[config.mk]
export PLATFORM = sky130hd
export DESIGN_NAME = rsl_word_store
export DESIGN_NICKNAME = d
export VERILOG_FILES = /design/src/rtl/rsl_pkg.sv /design/src/rtl/rsl_line.sv /design/src/rtl/rsl_ctrl.sv /design/src/rtl/rsl_serial_acc.sv /design/src/rtl/rsl_word_store.sv
export SDC_FILE = /design/constraint.sdc
export NUM_CORES = 1
export LEC_CHECK = 0
export BUFFER_PORTS_ARGS = -buffer_cell sky130_fd_sc_hd__buf_2
export CAP_MARGIN = 20
export CORE_MARGIN = 1
export CORE_UTILIZATION = 60
export CTS_BUF_LIST = sky130_fd_sc_hd__clkbuf_16
export CTS_CLUSTER_SIZE = 24
export DETAILED_ROUTE_END_ITERATION = 16
export GPL_ROUTABILITY_DRIVEN = 0
export HOLD_SLACK_MARGIN = 0.06
export PLACE_DENSITY = 0.77
export SYNTH_ARGS = -nofsm -noshare
export SYNTH_HDL_FRONTEND = slang
export SYNTH_SLANG_ARGS = --single-unit
[constraint.sdc]
create_clock -name clk -period 2.2 [get_ports clk]
set_clock_uncertainty 0.05 [all_clocks]
set_input_delay 0.22 -clock clk [delete_from_list [all_inputs] [get_ports clk]]
set_output_delay 0.22 -clock clk [all_outputs]
set_load 0.01 [all_outputs]
[src/rtl/rsl_pkg.sv]
package rsl_pkg;

    typedef enum logic [1:0] {
        XM_READ     = 2'd0,
        XM_WRITE    = 2'd1,
        XM_SUM      = 2'd2,
        XM_READ_ALT = 2'd3
    } xmode_e;

    typedef enum logic [1:0] {
        ST_IDLE = 2'd0,
        ST_WAIT = 2'd1,
        ST_RUN  = 2'd2
    } xstate_e;

endpackage

[src/rtl/rsl_line.sv]
module rsl_line #(
    parameter int WORD_BITS = 32,
    parameter int WORDS     = 32,
    localparam int BW = $clog2(WORD_BITS),
    localparam int WW = $clog2(WORDS)
) (
    input  logic          clk,
    input  logic          rst_n,
    input  logic          wr_en,
    input  logic          wr_bit,
    output logic          out_bit,
    output logic [BW-1:0] bit_pos,
    output logic [WW-1:0] word_pos,
    output logic          word_end
);
    localparam int LINE_BITS = WORD_BITS * WORDS;

    typedef struct packed {
        logic [LINE_BITS-1:0] line;
        logic [BW-1:0]        bpos;
        logic [WW-1:0]        wpos;
    } line_s;

    line_s line_d, line_q;
    logic  end_c;

    always_comb begin
        line_d      = line_q;
        line_d.line = {(wr_en ? wr_bit : line_q.line[0]), line_q.line[LINE_BITS-1:1]};
        end_c       = (line_q.bpos == BW'(WORD_BITS - 1));
        line_d.bpos = end_c ? '0 : line_q.bpos + 1'b1;
        if (end_c) begin
            line_d.wpos = (line_q.wpos == WW'(WORDS - 1)) ? '0 : line_q.wpos + 1'b1;
        end
    end

    always_ff @(posedge clk) begin
        if (!rst_n) begin
            line_q <= '0;
        end else begin
            line_q <= line_d;
        end
    end

    assign out_bit  = line_q.line[0];
    assign bit_pos  = line_q.bpos;
    assign word_pos = line_q.wpos;
    assign word_end = end_c;

    a_r2_bit_step: assert property (@(posedge clk) disable iff (!rst_n)
        (bit_pos != BW'(WORD_BITS - 1)) |=> (bit_pos == $past(bit_pos) + 1'b1));

    a_r2_word_step: assert property (@(posedge clk) disable iff (!rst_n)
        (bit_pos == BW'(WORD_BITS - 1) && word_pos != WW'(WORDS - 1))
        |=> (bit_pos == '0) && (word_pos == $past(word_pos) + 1'b1));

    a_r6_recirculate: assert property (@(posedge clk) disable iff (!rst_n)
        !wr_en |=> (line_q.line[LINE_BITS-1] == $past(out_bit)));

    a_r5_write_enters: assert property (@(posedge clk) disable iff (!rst_n)
        wr_en |=> (line_q.line[LINE_BITS-1] == $past(wr_bit)));

endmodule

[src/rtl/rsl_ctrl.sv]
module rsl_ctrl
    import rsl_pkg::*;
#(
    parameter int WORD_BITS = 32,
    parameter int WORDS     = 32,
    localparam int MAX_COUNT = WORDS + 1,
    localparam int BW = $clog2(WORD_BITS),
    localparam int WW = $clog2(WORDS),
    localparam int CW = $clog2(MAX_COUNT + 1)
) (
    input  logic          clk,
    input  logic          rst_n,
    input  logic          req,
    input  logic [1:0]    req_mode,
    input  logic [WW-1:0] req_start,
    input  logic [CW-1:0] req_count,
    input  logic [BW-1:0] bit_pos,
    input  logic [WW-1:0] word_pos,
    input  logic          word_end,
    output logic          busy,
    output logic          done,
    output logic          act,
    output xmode_e        mode,
    output logic          load_acc
);
    typedef struct packed {
        xstate_e       st;
        logic [WW-1:0] start;
        logic [CW-1:0] left;
        xmode_e        mode;
        logic          done;
    } ctrl_s;

    ctrl_s ctl_d, ctl_q;
    logic  hit, last, count_ok, accept;

    always_comb begin
        ctl_d      = ctl_q;
        ctl_d.done = 1'b0;
        count_ok   = (req_count != '0) && (req_count <= CW'(MAX_COUNT));
        accept     = 1'b0;
        hit        = (ctl_q.st == ST_WAIT) && (word_pos == ctl_q.start) && (bit_pos == '0);
        act        = (ctl_q.st == ST_RUN) || hit;
        last       = act && word_end && (ctl_q.left == CW'(1));

        unique case (ctl_q.st)
            ST_IDLE: begin
                if (req && count_ok) begin
                    accept      = 1'b1;
                    ctl_d.st    = ST_WAIT;
                    ctl_d.start = req_start;
                    ctl_d.left  = req_count;
                    ctl_d.mode  = xmode_e'(req_mode);
                end
            end
            ST_WAIT: begin
                if (hit) ctl_d.st = ST_RUN;
            end
            default: ;
        endcase

        if (act && word_end) begin
            ctl_d.left = ctl_q.left - 1'b1;
            if (last) begin
                ctl_d.st   = ST_IDLE;
                ctl_d.done = 1'b1;
            end
        end
    end

    always_ff @(posedge clk) begin
        if (!rst_n) begin
            ctl_q <= '{st: ST_IDLE, start: '0, left: '0, mode: XM_READ, done: 1'b0};
        end else begin
            ctl_q <= ctl_d;
        end
    end

    assign busy     = (ctl_q.st != ST_IDLE);
    assign done     = ctl_q.done;
    assign mode     = ctl_q.mode;
    assign load_acc = accept && (xmode_e'(req_mode) == XM_SUM);

    a_r7_act_within_busy: assert property (@(posedge clk) disable iff (!rst_n)
        act |-> busy);

    a_r3_start_aligned: assert property (@(posedge clk) disable iff (!rst_n)
        $rose(act) |-> (bit_pos == '0) && (word_pos == ctl_q.start));

    a_r7_done_after_busy: assert property (@(posedge clk) disable iff (!rst_n)
        done |-> !busy && $past(busy));

    a_r10_busy_holds_start: assert property (@(posedge clk) disable iff (!rst_n)
        (busy && req) |=> $stable(ctl_q.start));

    a_r9_reject_bad_count: assert property (@(posedge clk) disable iff (!rst_n)
        (!busy && req && (req_count == '0 || req_count > CW'(MAX_COUNT))) |=> !busy);

endmodule

[src/rtl/rsl_serial_acc.sv]
module rsl_serial_acc #(
    parameter int WORD_BITS = 32
) (
    input  logic                 clk,
    input  logic                 rst_n,
    input  logic                 load,
    input  logic [WORD_BITS-1:0] seed,
    input  logic                 add_en,
    input  logic                 in_bit,
    input  logic                 word_end,
    output logic [WORD_BITS-1:0] sum
);
    typedef struct packed {
        logic [WORD_BITS-1:0] acc;
        logic                 carry;
    } acc_s;

    acc_s acc_d, acc_q;
    logic s_bit, c_out;

    always_comb begin
        acc_d = acc_q;
        s_bit = acc_q.acc[0] ^ in_bit ^ acc_q.carry;
        c_out = (acc_q.acc[0] & in_bit) | (acc_q.acc[0] & acc_q.carry) | (in_bit & acc_q.carry);
        if (load) begin
            acc_d.acc   = seed;
            acc_d.carry = 1'b0;
        end else if (add_en) begin
            acc_d.acc   = {s_bit, acc_q.acc[WORD_BITS-1:1]};
            acc_d.carry = word_end ? 1'b0 : c_out;
        end
    end

    always_ff @(posedge clk) begin
        if (!rst_n) begin
            acc_q <= '0;
        end else begin
            acc_q <= acc_d;
        end
    end

    assign sum = acc_q.acc;

    a_r11_hold_when_quiet: assert property (@(posedge clk) disable iff (!rst_n)
        (!load && !add_en) |=> $stable(sum));

    a_r8_seed_loaded: assert property (@(posedge clk) disable iff (!rst_n)
        load |=> (sum == $past(seed)));

endmodule

[src/rtl/rsl_word_store.sv]
module rsl_word_store
    import rsl_pkg::*;
(
    input  logic        clk,
    input  logic        rst_n,
    input  logic        req,
    input  logic [1:0]  req_mode,
    input  logic [4:0]  req_start,
    input  logic [5:0]  req_count,
    input  logic [31:0] acc_seed,
    input  logic        wr_bit,
    output logic        busy,
    output logic        done,
    output logic        xfer_act,
    output logic        xfer_bit,
    output logic [4:0]  word_pos,
    output logic [4:0]  bit_pos,
    output logic [31:0] acc_sum
);
    localparam int WORD_BITS = 32;
    localparam int WORDS     = 32;

    xmode_e mode;
    logic   word_end, load_acc, wr_en, add_en;

    assign wr_en  = xfer_act && (mode == XM_WRITE);
    assign add_en = xfer_act && (mode == XM_SUM);

    rsl_line #(.WORD_BITS(WORD_BITS), .WORDS(WORDS)) u_line (
        .clk      (clk),
        .rst_n    (rst_n),
        .wr_en    (wr_en),
        .wr_bit   (wr_bit),
        .out_bit  (xfer_bit),
        .bit_pos  (bit_pos),
        .word_pos (word_pos),
        .word_end (word_end)
    );

    rsl_ctrl #(.WORD_BITS(WORD_BITS), .WORDS(WORDS)) u_ctrl (
        .clk       (clk),
        .rst_n     (rst_n),
        .req       (req),
        .req_mode  (req_mode),
        .req_start (req_start),
        .req_count (req_count),
        .bit_pos   (bit_pos),
        .word_pos  (word_pos),
        .word_end  (word_end),
        .busy      (busy),
        .done      (done),
        .act       (xfer_act),
        .mode      (mode),
        .load_acc  (load_acc)
    );

    rsl_serial_acc #(.WORD_BITS(WORD_BITS)) u_acc (
        .clk      (clk),
        .rst_n    (rst_n),
        .load     (load_acc),
        .seed     (acc_seed),
        .add_en   (add_en),
        .in_bit   (xfer_bit),
        .word_end (word_end),
        .sum      (acc_sum)
    );

    a_r11_read_never_writes: assert property (@(posedge clk) disable iff (!rst_n)
        (xfer_act && (mode == XM_READ || mode == XM_READ_ALT)) |-> !wr_en && !add_en);

endmodule

==> results of run 1 <==
[metrics by stage]
| stage | TNS, ns | util (%) | hold WS, ns |
|---|---|---|---|
| final | -0.118 | 69.7 | 0.308 |
| after global routing | -0.394 | 69.7 | 0.306 |
| after CTS | -0.0868 | 69.6 | 0.254 |
| after detailed placement | -0.106 | 62.3 | 0.367 |
| after global placement | 0 | 62.3 | 0.364 |
| after floorplan | 0 | - | 0.287 |
[sequential cells by signal, indices dropped and copies added, names as in the netlist]
register         cells
u_line.word_pos      5
u_ctrl.mode          2
u_line.line_d     1023
u_acc.sum           32
u_acc.acc_q          1
u_line.out_bit       1
u_ctrl.ctl_q        13
u_line.bit_pos       5
u_ctrl.done          1
[cells by family (layout without fill, tap and decap cells)]
kind of cell               Yosys count  after routing  synth area share, %
DFF                               1083           1083                 71.4
adders and majority gates            8              8                0.354
muxes                               42             42                 1.38
xor gates and xnor gates             7              7                0.202
other                                0              4                    0
buffers and inverters              168            350                 2.53
AOI/OAI and AO/OA                   60             60                 1.59
and+or+nand+nor                   1104           1104                 22.5
[repair_timing]
action,in CTS,in global routing
hold endpoints to repair,54,0
pin swaps,3,1
gates resized for setup,4,5
hold buffers,51,0
setup buffers,3,1
setup endpoints to repair,6,12
[worst max-delay path by stage]
stage	endpoint	cells after the start	slack, ns	startpoint
2_1_floorplan	u_acc.acc_q[0]	5	0.18	u_line.bit_pos[2]
3_3_place_gp	u_ctrl.ctl_q[3]	7	0.11	u_line.bit_pos[1]
3_5_place_dp	u_ctrl.ctl_q[3]	7	-0.07	u_line.bit_pos[1]
4_1_cts	xfer_act	5	-0.08	u_line.bit_pos[2]
5_1_grt	xfer_act	5	-0.23	u_line.bit_pos[2]
6_report	xfer_act	5	-0.12	u_line.bit_pos[2]
[cells in the mapped netlist (7+ instances only)]
master	instances	area share, %
o2bb2ai_1	30	0.87
buf_4	33	0.82
clkbuf_1	117	1.4
dfxtp_1	1083	71
mux2i_1	42	1.4
ha_1	7	0.29
buf_2	10	0.16
and2_1	1024	21
nand2_1	14	0.17
nor2_1	27	0.33
inv_1	7	0.087
[layout make-up]
| type | count | area (sq um) |
|---|---|---|
| Sequential cell | 1083 | 21700 |
| Fill cell | 3433 | 15200 |
| Multi-Input combinational cell | 1221 | 7960 |
| Clock buffer | 103 | 2580 |
| Timing Repair Buffer | 164 | 1250 |
| Tap cell | 672 | 841 |
| Clock inverter | 76 | 577 |
| Inverter | 7 | 26.3 |
| Antenna cell | 4 | 10.0 |
[power groups by stage]
stage               clock network (uW)  logic, uW  registers, uW
finish                           16300        599          19700
global route                     17700        673          19700
CTS                              16700        583          19700
detailed placement                   0        503          20100
global placement                     0        483          20100
floorplan                            0        358          20100
[layer usage]
layer	wire (microns)	GRT usage, %
met5	14	0
met4	1550	8.64
met3	2200	4.12
met2	18300	26.1
met1	19900	22.4
[critical path, stage by stage (launching register included)]
cell and delay [ns]:
dfxtp_2 0.32, or4_4 0.53, nor4_4 0.17, nand2_1 0.12
nand2_1 0.13, buf_2 0.16
==> results.yml, run 1 <==
routing:
  ant_nets: 0
  first_iter_violations: 821
  vias_per_cell: 4.58
  drt_pass1_iterations: 7
  wl_per_cell_microns: 12.6
  drc: 0
  postRouteWirelength_mm: 42.0
  vias: 15300
die:
  die_x_microns: 227
  ios: 95
  rows: 82
  core_area_sq_um: 50100
  die_h_microns: 227
  initial_core_util_pct: 60.6
  die-area_sq_um: 51500
outcome:
  violations: "negative setup slack"
  status: "finished, violations left"
timing:
  hold_viol_final: 0
  post-route-period-util_pct: 105
  slew_headroom_pct: 64.3
  layout_setup_ws_ns: -0.117
  rsz0062_at_grt: "yes"
  drv_slew: 0
  finalCriticalPeriod_ns: 2.32
  fmax_ghz: 0.432
  worst_pin_slew_ns: 0.535
  setup_viol: 2
min_path:
  min_from: "acc_seed[16]"
  hold_path_end: "u_acc.sum[16]"
  min_path_type: "in -> reg"
  holdPathStages: 3
pwr:
  internal_power_uw: 29400
  peakVddDrop_mv: 0.654
  netSwitchingPower_uw: 7230
  swShare_pct: 19.8
  power.leakage_uw: 0.0150
  finalPower_uw: 36600
  pwr-share-comb_pct: 1.6
  p_clk_share_pct: 44.6
  p_per_area_nw_per_um2: 1050
  pwr-share-seq_pct: 53.8
finish:
  stdcell_area_sq_um: 34900
  drive_gt1_share_pct: 10.2
  areaGrowthSynthToFinish_pct: 15.0
  mostFrequentLayoutCells: "dfxtp_1, and2_1, clkbuf_16, buf_2, dlygate4sd3_1"
  layout.nets: 2633
  layout.cells.non_filler: 3330
  final_common_cell: "dfxtp_1"
placed_design:
  dp_slack_ns: -0.0668
  portBuffers: 94
  dpl-instance-area_sq_um: 31200
  hpwlAfterDp_mm: 20.3
  dp.cells: 3092
synthesis:
  ys_ff_latch: 1083
  ys.flop_type: "dfxtp_1"
  async_flop_share_pct: 0
  netlist_area_sq_um: 30400
  ys_warn_count: 0
  synth_edf_count: 0
  seq_area_frac_synth_pct: 71.4
  avgSynthCellArea_sq_um: 12.3
  synth_cell_types: 50
  syn_inst: 2472
  syn_nets: 2529
clocking:
  cts.sinks: 1083
  cts_tree: "done"
  numCtsBuffers: 99
  clk_latency_ns: 0.62
  path_clk_slew_ns: 0.06
  htreeDepth: 3
  root_buffer: "clkbuf_16"
  cts_max_path_buffers: 3
grt:
  grt_pass1_wl_mm: 72.4
  antenna_found_initial: 5
  grt.overflow.total: 0
  globalRouteTotalUtil_pct: 17.0
  grt_max_degree: 205
  first_global_vias: 15300
critical_path:
  path_class: "reg -> out"
  rrSetupSlack_ns: 0
  worst_setup_path_end_kind: "output pin"
  crit_path_start_kind: "register"
  path_max_fanout: 2
  worst_ep_arrival_time_ns: 2.05
  required_ns: 1.93
  reg2reg_depth: 7
  r2r_end: "u_ctrl.ctl_q[4]"
  r2r-start: "u_line.bit_pos[1]"
flow_run:
  cap_violations: 0
(Power assumes the default switching activity.)
==> run 2: changes to the inputs <==
--- a/config.mk
+++ b/config.mk
@@ -8,13 +8,14 @@
 export BUFFER_PORTS_ARGS = -buffer_cell sky130_fd_sc_hd__buf_2
 export CAP_MARGIN = 20
 export CORE_MARGIN = 1
-export CORE_UTILIZATION = 60
-export CTS_BUF_LIST = sky130_fd_sc_hd__clkbuf_16
+export CORE_UTILIZATION = 63
+export CTS_BUF_LIST = sky130_fd_sc_hd__clkbuf_8
 export CTS_CLUSTER_SIZE = 24
 export DETAILED_ROUTE_END_ITERATION = 16
 export GPL_ROUTABILITY_DRIVEN = 0
 export HOLD_SLACK_MARGIN = 0.06
-export PLACE_DENSITY = 0.77
+export PLACE_DENSITY = 0.81
+export SETUP_SLACK_MARGIN = 0.1
 export SYNTH_ARGS = -nofsm -noshare
 export SYNTH_HDL_FRONTEND = slang
 export SYNTH_SLANG_ARGS = --single-unit
==> run 2 against run 1 <==
  * The flow still finishes with violations (negative setup slack)
  * Final cell count increased by 1.9%
  * Die area decreased by 4.7%
  * Flip-flop and latch count unchanged
  * Global-route usage increased by 1.6 points
  * Worst hold slack got worse by 0.16 ns
  * Combinational power increased by 12%
  * Routed wire length increased by 8.1%
  * Sequential share of layout area decreased by 0.49 points
  * Largest cell class unchanged
==> results.yml, run 2 (same netlist as run 1, synthesis figures left out) <==
outcome:
  status: "finished, violations left"
  violations: "negative setup slack"
min_path:
  min_from: "acc_seed[13]"
  min_path_type: "in -> reg"
  hold_path_end: "u_acc.sum[13]"
  holdPathStages: 3
die:
  initial_core_util_pct: 63.7
  die_x_microns: 222
  core_area_sq_um: 47600
  ios: 95
  die_h_microns: 222
  rows: 80
  die-area_sq_um: 49100
timing:
  finalCriticalPeriod_ns: 2.46
  setup_viol: 2
  slew_headroom_pct: 48.8
  fmax_ghz: 0.406
  hold_viol_final: 0
  post-route-period-util_pct: 112
  rsz0062_at_grt: "yes"
  fin_hold_ws_ns: 0.149
  layout_setup_ws_ns: -0.265
  worst_pin_slew_ns: 0.767
  drv_slew: 0
finish:
  utilization_pct: 73.9
  drive_gt1_share_pct: 14.2
  final_common_cell: "dfxtp_1"
  areaGrowthSynthToFinish_pct: 16.0
  layout.cells.non_filler: 3394
  largest_reg_flops: 1023
  mostFrequentLayoutCells: "dfxtp_1, and2_1, clkbuf_8, buf_2"
  antenna-diode-count: 0
  layout.nets: 2712
pwr:
  power.leakage_uw: 0.0153
  swShare_pct: 21.1
  netSwitchingPower_uw: 7580
  peakVddDrop_mv: 0.517
  internal_power_uw: 28400
  p_clk_share_pct: 43.4
  pwr-share-comb_pct: 1.9
  p_per_area_nw_per_um2: 1020
  pwr-share-seq_pct: 54.7
clocking:
  path_clk_slew_ns: 0.06
  cts_max_path_buffers: 3
  clk_latency_ns: 0.78
  numCtsBuffers: 155
  cts.sinks: 1083
  htreeDepth: 4
  cts_tree: "done"
  root_buffer: "clkbuf_8"
flow_run:
  cap_violations: 0
placed_design:
  dp.cells: 3038
  hpwlAfterDp_mm: 21.3
  dp_slack_ns: 0.0409
  portBuffers: 94
routing:
  drc: 0
  vias_per_cell: 4.68
  vias: 15900
  ant_nets: 0
  first_iter_violations: 974
  wl_per_cell_microns: 13.4
  postRouteWirelength_mm: 45.4
  drt_pass1_iterations: 5
critical_path:
  path_max_fanout: 2
  worst_ep_arrival_time_ns: 2.19
  rrSetupSlack_ns: -0.03
  worst_setup_path_end_kind: "output pin"
  path_class: "reg -> out"
  reg2reg_depth: 9
  r2r-start: "u_line.bit_pos[3]"
  crit_path_start_kind: "register"
  required_ns: 1.93
  r2r_end: "u_line.line_d[1032]"
grt:
  antenna_found_initial: 0
  grt_max_degree: 203
  first_global_vias: 16400
  grt.overflow.total: 0
  globalRouteTotalUtil_pct: 18.6
  grt_pass1_wl_mm: 75.9
==> run 2: changes by cell type in the layout (fill, tap and decap cells not counted), sizes merged <==
cell          previous run  this run
clkbuf                 103       190
dlygate4sd3             51        59
clkinv                  43        23
buf                    113       125
bufinv                   9         6
diode                    4         0
dlymetal6s4s             0         1
inv                     28        68
==> run 2: power by group through the flow <==
stage,Sequential (uW),Combinational (uW),Clock [uW]
6_report,19700,672,15600
2_1_floorplan,20100,358,0
5_1_grt,19700,733,17000
3_5_place_dp,20100,500,0
3_3_place_gp,20100,480,0
4_1_cts,19700,606,16100
==> run 2: per-layer routing <==
metal | up-vias | track usage, % | part of all wire, %
li1 | 7991 | - | -
met1 | 7369 | 23.5 | 46
met2 | 372 | 28.8 | 45
met3 | 138 | 6.14 | 5.2
met4 | 0 | 9.36 | 3.1
met5 | - | 0 | 0
==> run 2: what timing repair did <==
item                       4_1_cts  5_1_grt
gates cloned                     0        4
setup endpoints to repair       11       48
hold endpoints to repair       374        0
pin swaps                        4       14
setup buffers                    8        6
gates resized for setup          4       38
hold buffers                    62        0
==> run 2: through the flow <==
stage / power, uW / area, sq um / setup TNS [ns]
floorplan: 20500 / 30400 / 0
global placement: 20600 / 31100 / 0
detailed placement: 20600 / 31100 / 0
CTS: 36400 / 35000 / -0.325
global route: 37400 / 35200 / -0.463
finish: 36000 / 35200 / -0.292
==> run 2: critical path, stage by stage, from the launching register on <==
cell and delay (ns):
dfxtp_2 0.32, or4_4 0.54, nor4_4 0.19, nand2_1 0.13, nand2_1 0.11, buf_2 0.14
==> run 2: worst max-delay path by stage <==
stage | startpoint | end | slack [ns] | cells past startpoint
6_report | u_line.bit_pos[3] | xfer_act | -0.26 | 5
3_5_place_dp | u_line.bit_pos[1] | u_ctrl.ctl_q[3] | 0.04 | 7
5_1_grt | u_line.bit_pos[3] | xfer_act | -0.36 | 5
4_1_cts | u_line.bit_pos[3] | xfer_act | -0.28 | 5
2_1_floorplan | u_line.bit_pos[2] | u_acc.acc_q[0] | 0.18 | 5
3_3_place_gp | u_line.bit_pos[3] | u_ctrl.ctl_q[15] | 0.10 | 5
==> run 2: layout make-up <==
class | count | area (sq um)
sequential | 1083 | 21700
timing repair buffer | 187 | 1470
multi-input combinational | 1221 | 8070
tap | 615 | 769
clock inverter | 93 | 598
clock buffer | 188 | 2590
inverter | 7 | 26.3
fill | 2907 | 12400
==> run 3: changes to the inputs <==
--- a/config.mk
+++ b/config.mk
@@ -8,13 +8,13 @@
 export BUFFER_PORTS_ARGS = -buffer_cell sky130_fd_sc_hd__buf_2
 export CAP_MARGIN = 20
 export CORE_MARGIN = 1
-export CORE_UTILIZATION = 63
+export CORE_UTILIZATION = 50
 export CTS_BUF_LIST = sky130_fd_sc_hd__clkbuf_8
 export CTS_CLUSTER_SIZE = 24
 export DETAILED_ROUTE_END_ITERATION = 16
 export GPL_ROUTABILITY_DRIVEN = 0
 export HOLD_SLACK_MARGIN = 0.06
-export PLACE_DENSITY = 0.81
+export PLACE_DENSITY = 0.66
 export SETUP_SLACK_MARGIN = 0.1
 export SYNTH_ARGS = -nofsm -noshare
 export SYNTH_HDL_FRONTEND = slang
==> run 3 against run 2 <==
  * The run still ends with negative setup slack left
  * Setup slack improved by 0.052 ns
  * Sequential share of layout area fell by 0.61 points
  * Sequential power barely moved
  * Register-to-register slack improved by 0.03 ns
  * Via count fell by 2.1%
  * Worst hold slack improved by 0.0074 ns
  * Final cell count rose by 4.7%
  * Combinational power fell by 9.7%
  * Critical path depth did not move
  * Critical path type unchanged
  * Critical endpoint unchanged
  * Flip-flop and latch count did not move
==> results.yml, run 3 (same netlist as run 1, synthesis figures left out) <==
outcome:
  status: "finished, violations left"
  violations: "negative setup slack"
die:
  initial_core_util_pct: 51.1
  die_x_microns: 248
  rows: 89
  die_h_microns: 248
  die-area_sq_um: 61700
  ios: 95
  core_area_sq_um: 59500
critical_path:
  r2r_end: "u_line.line_d[1032]"
  rrSetupSlack_ns: 0
  critPathMaxStageDelay_ns: 0.55
  crit_family: "simple AND/OR/NAND/NOR gates"
  crit_path_top_delay_cell: "or4_4"
  reg2reg_depth: 9
  cp-startpoint: "u_line.bit_pos[4]"
  worst_ep_arrival_time_ns: 2.14
  worst_setup_path_end_kind: "output pin"
  crit_path_start_kind: "register"
  crit_buf_inv: 1
  cpMostUsedCell: "nand2_1"
  required_ns: 1.93
  path_max_fanout: 3
  path_class: "reg -> out"
  path_cells: "or4_4 -> nor4_4 -> nand2_1 -> nand2_1 -> buf_2"
  r2r-start: "u_line.bit_pos[4]"
placed_design:
  portBuffers: 94
  dp.cells: 3195
  hpwlAfterDp_mm: 19.9
clocking:
  htreeDepth: 4
  cts.sinks: 1083
  clk_latency_ns: 0.76
  numCtsBuffers: 160
  cts_max_path_buffers: 3
  cts_tree: "done"
  path_clk_slew_ns: 0.07
  root_buffer: "clkbuf_8"
routing:
  drt_pass1_iterations: 4
  drc: 0
  postRouteWirelength_mm: 41.1
  vias_per_cell: 4.37
  wl_per_cell_microns: 11.6
  vias: 15500
  first_iter_violations: 635
  ant_nets: 0
timing:
  slew_headroom_pct: 52.6
  rsz0062_at_grt: "yes"
  worst_pin_slew_ns: 0.711
  drv_slew: 0
  setup_viol: 1
  finalCriticalPeriod_ns: 2.41
  post-route-period-util_pct: 110
  finalSetupTns_ns: -0.213
  layout_setup_ws_ns: -0.213
  fmax_ghz: 0.414
  hold_viol_final: 0
flow_run:
  cap_violations: 0
finish:
  fillers: 4726
  largest_reg_flops: 1023
  drive_gt1_share_pct: 14.3
  areaGrowthSynthToFinish_pct: 17.1
  final_common_cell: "dfxtp_1"
  mostFrequentLayoutCells: "dfxtp_1, and2_1, clkbuf_8, buf_2, dlygate4sd3_1"
  layout.nets: 2707
  layout.cells.non_filler: 3555
  utilization_pct: 59.8
grt:
  grt_pass1_wl_mm: 72.7
  grt.overflow.total: 0
  globalRouteTotalUtil_pct: 13.8
  first_global_vias: 15900
  antenna_found_initial: 1
  grt_max_degree: 244
min_path:
  min_path_type: "in -> reg"
  hold_path_end: "u_acc.sum[5]"
  holdPathStages: 3
  min_from: "acc_seed[5]"
pwr:
  peakVddDrop_mv: 0.587
  p_per_area_nw_per_um2: 1040
  power.leakage_uw: 0.0154
## run 3: cell types whose count changed in the layout (fill, tap and decap cells not counted), sizes merged, moves of 3 or more
cell         change
dlygate4sd3      -3
clkinv           -7
clkbuf          +30
buf              -6
inv              -9
## run 3: per-layer routing
metal	vias up	part of all wire [%]	track usage, %
met2	292	42	20.2
met3	98	5.2	4.70
met5	-	0	0
li1	7996	-	-
met1	7150	50	18.2
met4	0	2.7	7.15
## run 3: how the worst max path moves through the flow
stage | endpoint | slack (ns) | depth (start not counted)
3_3_place_gp | u_acc.acc_q[0] | 0.11 | 5
5_1_grt | xfer_act | -0.35 | 5
4_1_cts | xfer_act | -0.30 | 5
2_1_floorplan | u_acc.acc_q[0] | 0.18 | 5
6_report | xfer_act | -0.21 | 5
3_5_place_dp | u_ctrl.ctl_q[3] | 0.07 | 6
## run 3: tightest hold or removal path: cells and delay by family
family,cells,cell delay [ns]
buffers and inverters,2,0.62
AO/OA/AOI/OAI,1,0.10
## run 3: final cells by class
cell class              count  area, sq um  share of cell area, %
diodes                      1         2.50                0.00704
repair buffers            177         1370                   3.86
clock buffers             218         3000                   8.44
multi-input cells        1221         8010                   22.5
clock inverters            75          480                   1.35
flip-flops and latches   1083        21700                   61.0
well taps                 773          967                   2.72
inverters                   7         26.3                 0.0739
## run 3: through the flow
| stage | total power (uW) | hold slack, ns | cell area [sq um] | setup WS (ns) |
|---|---|---|---|---|
| 2_1_floorplan | 20500 | 0.287 | 30400 | 0.184 |
| 3_3_place_gp | 20600 | 0.363 | 31300 | 0.106 |
| 3_5_place_dp | 20600 | 0.367 | 31300 | 0.0744 |
| 4_1_cts | 37500 | 0.0601 | 35400 | -0.298 |
| 5_1_grt | 38600 | 0.0966 | 35600 | -0.351 |
| 6_report | 36900 | 0.156 | 35600 | -0.213 |
## run 3: timing repair
| item | 4_1_cts | 5_1_grt |
|---|---|---|
| pin swaps | 4 | 5 |
| setup buffers | 8 | 3 |
| cloned | 1 | 2 |
| hold buffers | 57 | 0 |
| setup endpoints to repair | 5 | 38 |
| gates resized for setup | 7 | 21 |
| hold endpoints to repair | 154 | 0 |
## run 3: power by group
group,internal (uW),switching (uW),total [uW]
clock network,9440,7180,16600
logic,240,367,607
registers,19600,36.6,19700
total,29300,7590,36900
